[config.mk]
export PLATFORM = sky130hd
export DESIGN_NAME = timekeeper_pps
export DESIGN_NICKNAME = d
export VERILOG_FILES = /design/src/rtl/tk_pkg.sv /design/src/rtl/tk_regs.sv /design/src/rtl/tk_pps.sv /design/src/rtl/tk_count.sv /design/src/rtl/timekeeper_pps.sv
export SDC_FILE = /design/constraint.sdc
export NUM_CORES = 1
export LEC_CHECK = 0
export BUFFER_PORTS_ARGS = -buffer_cell sky130_fd_sc_hd__buf_2
export CAP_MARGIN = 20
export CORE_MARGIN = 3
export CORE_UTILIZATION = 40
export CTS_BUF_LIST = sky130_fd_sc_hd__clkbuf_2 sky130_fd_sc_hd__clkbuf_4 sky130_fd_sc_hd__clkbuf_8
export CTS_CLUSTER_SIZE = 8
export DETAILED_ROUTE_END_ITERATION = 10
export PLACE_DENSITY_LB_ADDON = 0.05
export SLEW_MARGIN = 15
export SYNTH_ARGS = -nofsm -noshare
export SYNTH_HDL_FRONTEND = slang
export SYNTH_SLANG_ARGS = --single-unit
export TNS_END_PERCENT = 50
[constraint.sdc]
create_clock -name clk -period 8.25 [get_ports clk]
set_input_delay 1.65 -clock clk [delete_from_list [all_inputs] [get_ports clk]]
set_output_delay 1.65 -clock clk [all_outputs]
set_load 0.02 [all_outputs]
[src/rtl/tk_pkg.sv]
package tk_pkg;
  typedef enum logic [2:0] {
    OFS_SECS  = 3'd0,
    OFS_TICKS = 3'd1,
    OFS_FLAGS = 3'd2,
    OFS_MODE  = 3'd3,
    OFS_TPS   = 3'd4
  } tk_ofs_e;

  typedef struct packed {
    logic src_sync;   // bit 1: 1 selects the sync-link input
    logic edge_rise;  // bit 0: 1 selects the rising edge
  } tk_flags_t;
endpackage

[src/rtl/tk_regs.sv]
module tk_regs
  import tk_pkg::*;
#(
  parameter int          ADDR_W    = 8,
  parameter int          DATA_W    = 32,
  parameter int unsigned BASE_ADDR = 32,
  parameter int unsigned DEF_TPS   = 100_000_000
) (
  input  logic              clk,
  input  logic              rst,
  input  logic              set_stb,
  input  logic [ADDR_W-1:0] set_addr,
  input  logic [DATA_W-1:0] set_data,
  input  logic              commit,
  output logic [DATA_W-1:0] pend_secs,
  output logic [DATA_W-1:0] pend_ticks,
  output tk_flags_t         flags,
  output logic              imm_mode,
  output logic [DATA_W-1:0] tps,
  output logic              armed
);
  localparam logic [ADDR_W-1:0] BASE = ADDR_W'(BASE_ADDR);

  function automatic logic hit(input tk_ofs_e ofs);
    return set_stb && (set_addr == BASE + ADDR_W'(ofs));
  endfunction

  always_ff @(posedge clk) begin
    if (rst) begin
      pend_secs  <= '0;
      pend_ticks <= '0;
      flags      <= '0;
      imm_mode   <= 1'b0;
      tps        <= DATA_W'(DEF_TPS);
      armed      <= 1'b0;
    end else begin
      if (hit(OFS_SECS))  pend_secs  <= set_data;
      if (hit(OFS_TICKS)) pend_ticks <= set_data;
      if (hit(OFS_FLAGS)) flags      <= set_data[1:0];
      if (hit(OFS_MODE))  imm_mode   <= set_data[0];
      if (hit(OFS_TPS))   tps        <= set_data;
      if (hit(OFS_TICKS))  armed <= 1'b1;
      else if (commit)     armed <= 1'b0;
    end
  end
endmodule

[src/rtl/tk_pps.sv]
module tk_pps
  import tk_pkg::*;
#(
  parameter int SYNC_STAGES = 2
) (
  input  logic      clk,
  input  logic      rst,
  input  logic      pps_ext,
  input  logic      pps_sync,
  input  tk_flags_t flags,
  output logic      pps_ev
);
  localparam int CHAIN_W = SYNC_STAGES + 1;

  logic               pps_sel;
  logic [CHAIN_W-1:0] chain;
  logic               cur, prev;

  assign pps_sel = flags.src_sync ? pps_sync : pps_ext;

  always_ff @(posedge clk) begin
    if (rst) chain <= '0;
    else     chain <= {chain[CHAIN_W-2:0], pps_sel};
  end

  assign cur  = chain[SYNC_STAGES-1];
  assign prev = chain[SYNC_STAGES];

  always_comb begin
    if (flags.edge_rise) pps_ev = cur & ~prev;
    else                 pps_ev = ~cur & prev;
  end
endmodule

[src/rtl/tk_count.sv]
module tk_count #(
  parameter int DATA_W = 32
) (
  input  logic              clk,
  input  logic              rst,
  input  logic              commit,
  input  logic [DATA_W-1:0] pend_secs,
  input  logic [DATA_W-1:0] pend_ticks,
  input  logic [DATA_W-1:0] tps,
  output logic [DATA_W-1:0] secs,
  output logic [DATA_W-1:0] ticks
);
  localparam logic [DATA_W-1:0] ONE = DATA_W'(1);

  logic wrap;
  assign wrap = (tps <= ONE) || (ticks >= tps - ONE);

  always_ff @(posedge clk) begin
    if (rst) begin
      secs  <= '0;
      ticks <= '0;
    end else if (commit) begin
      secs  <= pend_secs;
      ticks <= pend_ticks;
    end else if (wrap) begin
      secs  <= secs + ONE;
      ticks <= '0;
    end else begin
      ticks <= ticks + ONE;
    end
  end
endmodule

[src/rtl/timekeeper_pps.sv]
module timekeeper_pps
  import tk_pkg::*;
#(
  parameter int          ADDR_W      = 8,
  parameter int          DATA_W      = 32,
  parameter int unsigned BASE_ADDR   = 32,
  parameter int unsigned DEF_TPS     = 100_000_000,
  parameter int          SYNC_STAGES = 2
) (
  input  logic              clk,
  input  logic              rst,
  input  logic              set_stb,
  input  logic [ADDR_W-1:0] set_addr,
  input  logic [DATA_W-1:0] set_data,
  input  logic              pps_ext,
  input  logic              pps_sync,
  output logic [DATA_W-1:0] time_secs,
  output logic [DATA_W-1:0] time_ticks
);
  logic [DATA_W-1:0] pend_secs, pend_ticks, tps;
  tk_flags_t         flags;
  logic              imm_mode, armed, pps_ev, commit;

  assign commit = armed & (imm_mode | pps_ev);

  tk_regs #(
    .ADDR_W(ADDR_W), .DATA_W(DATA_W), .BASE_ADDR(BASE_ADDR), .DEF_TPS(DEF_TPS)
  ) u_regs (
    .clk(clk), .rst(rst), .set_stb(set_stb), .set_addr(set_addr),
    .set_data(set_data), .commit(commit), .pend_secs(pend_secs),
    .pend_ticks(pend_ticks), .flags(flags), .imm_mode(imm_mode),
    .tps(tps), .armed(armed)
  );

  tk_pps #(.SYNC_STAGES(SYNC_STAGES)) u_pps (
    .clk(clk), .rst(rst), .pps_ext(pps_ext), .pps_sync(pps_sync),
    .flags(flags), .pps_ev(pps_ev)
  );

  tk_count #(.DATA_W(DATA_W)) u_cnt (
    .clk(clk), .rst(rst), .commit(commit), .pend_secs(pend_secs),
    .pend_ticks(pend_ticks), .tps(tps), .secs(time_secs), .ticks(time_ticks)
  );
endmodule

==> results.py <==
metrics = {
    "outcome": {
        "status": "complete, no violations",
    },
    "floorplanning": {
        "fp.dieW_um": 155.4,
        "coreArea_sq_um": 21890,
        "die_h_um": 155.4,
        "rows": 54,
        "start_util": 0.4077,
        "io_pins": 109,
        "die_area_sq_um": 24140,
    },
    "timing": {
        "setup_violations": 0,
        "fin_crit_ps": 4551,
        "relSlewSlack": 0.4011,
        "hold_violations": 0,
        "worstMarginPinSlew_ps": 890.9,
        "finalCritPeriodShare": 0.5517,
        "fin_setup_tns_ps": 0,
        "maxSlewViolCount": 0,
        "fin_skew_ps": 14.42,
        "max_freq_mhz": 219.7,
        "rsz0062_at_grt": "false",
    },
    "global_routing": {
        "met1_usage": 0.3151,
        "antenna_found_initial": 0,
        "grt_overflow": 0,
        "grt_pass1_vias": 8045,
        "use_met3": 0.03366,
        "grt_pass1_wl_mm": 43.85,
        "grt_use_met2": 0.3742,
        "grt-busiest-layer": "met2",
        "grt_max_degree": 56,
        "grt_use_total": 0.2253,
    },
    "synthesis": {
        "synthDistinctLibCells": 68,
        "avgSynthCellArea_sq_um": 8.121,
        "async_reset_ff_frac": 0,
        "syn_area_sq_um": 8925,
        "seq_area_frac_synth": 0.3746,
        "syn-num-nets": 1180,
        "ys_ff_latch": 167,
        "synth_edf_count": 0,
        "syn_inst": 1099,
        "yosys_warnings": 0,
        "ys.flop_type": "dfxtp_1",
    },
    "layout": {
        "area_growth_pct": 12.53,
        "stdcell_area_sq_um": 10040,
        "fin_nets": 1246,
        "diodes": 0,
        "drive_gt1_frac": 0.1580,
        "fin_cells": 1457,
    },
    "worst_setup_path": {
        "cp_slowest_cell": "o311ai_0",
        "path_cells": "or4_4 -> nor3_1 -> nand2_1 -> or3_1 -> xor2_1 -> ha_1 -> and4_1 -> nand2_1 -> o311ai_0 -> o21a_1 -> buf_4 -> o22ai_1 -> a32o_1",
        "path_class": "flip-flop to flip-flop",
        "startpoint_type": "flip-flop",
        "crit_top_cell": "nand2_1",
        "arrival_ps": 4900,
        "critPathMaxFanout": 37,
        "crit_path_max_incr_delay_ps": 710,
        "end_kind": "flip-flop",
        "critical_path_required_ps": 8590,
    },
    "worst_hold_path": {
        "hold_path.class": "flip-flop to flip-flop",
    },
    "clocking": {
        "post-cts-setup-buffers": 0,
        "insertion_delay_ps": 450,
        "ctsHtreeMaxLevel": 4,
        "clock-root-buffer": "clkbuf_8",
        "cts_tree": "yes",
        "clkTransAtPathRegs_ps": 90,
        "ctsHoldBuffers": 0,
        "post_cts_resized": 0,
        "cts-buffers-inserted": 17,
        "clock_sinks": 167,
        "cts_max_path_buffers": 2,
    },
    "power": {
        "ir_drop_v": 0.00008788,
        "p_leak_nw": 3.765,
        "power_density_nw_per_um2": 150.3,
        "finalPower_mw": 1.509,
    },
    "placed_design": {
        "dp_hpwl_mm": 18.59,
        "globalplace.congestion": 0.7947,
        "placed_cells": 1425,
        "dpl_cell_area_sq_um": 9603,
        "port_buffers": 108,
    },
    "flow_run": {
        "cap_viol_max_count": 0,
    },
    "route": {
        "via_count": 8117,
        "drc": 0,
        "drt_iter0_drc": 416,
        "routed_wl_mm": 27.05,
        "viasPerCell": 5.571,
        "antenna_left": 0,
        "wl_per_cell_um": 18.56,
        "first_pass_iters": 5,
    },
}
stage by stage:
| stage | hold WS [ps] | utilization | setup WS, ps |
|---|---|---|---|
| final | 453.2 | 0.4588 | 3699 |
| after global routing | 474.6 | 0.4588 | 3299 |
| after CTS | 460.7 | 0.4581 | 3764 |
| after detailed placement | 435.9 | 0.4387 | 3766 |
| after global placement | 441.7 | 0.4387 | 3769 |
| after floorplan | 413.8 | - | 4400 |
worst max-delay path, delay by kind of cell (launching register included):
family                   cells  cell delay [ps]
adder cells (fa/ha/maj)      1              300
XOR/XNOR                     1              160
flip-flops                   1              360
buffers and inverters        1              380
AO/OA/AOI/OAI                4             1390
AND/OR/NAND/NOR              6             1820
placed cells by master, fill, tap and decap left out, drive strengths merged, types with 4 or more instances in the layout:
master,Yosys,routed
xnor2,38,38
a21oi,76,76
clkinv,0,4
nand4,22,22
ha,36,36
or3,13,13
a221oi,16,16
o22ai,13,13
o21ai,47,47
or4,6,6
and3,8,8
mux2i,37,37
nand3,50,50
a32o,12,12
nor3b,4,4
nor2,99,99
and4,13,13
dfxtp,167,167
nand2,204,204
nor2b,6,6
buf,25,120
a32oi,19,19
nor4b,4,4
nor4,13,13
and2,6,6
o21a,4,4
clkbuf,48,21
o31a,5,5
inv,29,31
xor2,21,21
nor3,24,24
sequential cells by signal (all words and copies together) (netlist names):
name,count
u_regs.imm_mode,1
u_regs.tps,32
u_pps.chain,3
u_cnt.secs,32
u_regs.flags,2
u_cnt.ticks,32
u_regs.armed,1
u_regs.pend_ticks,32
u_regs.pend_secs,32
worst paths after layout:
| path | to | cells past startpoint | startpoint | slack (ps) |
|---|---|---|---|---|
| hold / removal | u_pps.chain[1]$_SDFF_PP0_ | 1 | u_pps.chain[0]$_SDFF_PP0_ | 450 |
| setup / recovery | u_cnt.secs[6]$_SDFFE_PP0P_ | 13 | u_regs.tps[2]$_SDFFE_PP0P_ | 3700 |
| setup reg to reg | u_cnt.secs[6]$_SDFFE_PP0P_ | 13 | u_regs.tps[2]$_SDFFE_PP0P_ | 3700 |
| hold reg to reg | u_pps.chain[1]$_SDFF_PP0_ | 1 | u_pps.chain[0]$_SDFF_PP0_ | 450 |
synth_stat cells, drive strengths merged, types with 8 or more instances:
cell type | count | share of area
dfxtp | 167 | 0.37
nor2 | 99 | 0.042
nor4 | 13 | 0.011
xor2 | 21 | 0.021
nor3 | 24 | 0.014
clkbuf | 48 | 0.020
buf | 25 | 0.017
a21oi | 76 | 0.043
and4 | 13 | 0.013
and3 | 8 | 0.0056
nand2 | 204 | 0.086
mux2i | 37 | 0.041
xnor2 | 38 | 0.037
o22ai | 13 | 0.0091
o21ai | 47 | 0.026
a32o | 12 | 0.013
a221oi | 16 | 0.023
inv | 29 | 0.012
nand4 | 22 | 0.018
or3 | 13 | 0.0091
nand3 | 50 | 0.028
a32oi | 19 | 0.019
ha | 36 | 0.050
cell type report:
type                            instances  area (sq um)
Sequential cell                       167          3343
Clock inverter                         10         142.6
Tap cell                              280         350.3
Fill cell                            2283         11850
Inverter                               29         108.9
Timing Repair Buffer                  120         640.6
Clock buffer                           21         282.8
Multi-Input combinational cell        830          5175
routing by layer:
metal,part of all wire,vias to the layer above
met1,0.48,3920
met4,0.0068,0
li1,-,4030
met5,0,-
met3,0.038,14
met2,0.47,153
cells by family after synthesis:
family / after synthesis / synth area share
AOI/OAI and AO/OA: 219 / 0.1705
DFF: 167 / 0.3746
muxes: 37 / 0.04150
adders and majority gates: 36 / 0.05047
buffers and inverters: 102 / 0.04935
xor gates and xnor gates: 59 / 0.05790
and+or+nand+nor: 479 / 0.2557
report_power, final:
group	total, mW	internal (mW)	switching (mW)	leakage [nW]
Combinational	0.0538	0.0151	0.0386	2.20
Sequential	0.811	0.808	0.00331	1.35
Clock	0.644	0.328	0.316	0.216
(Power assumes the default switching activity.)
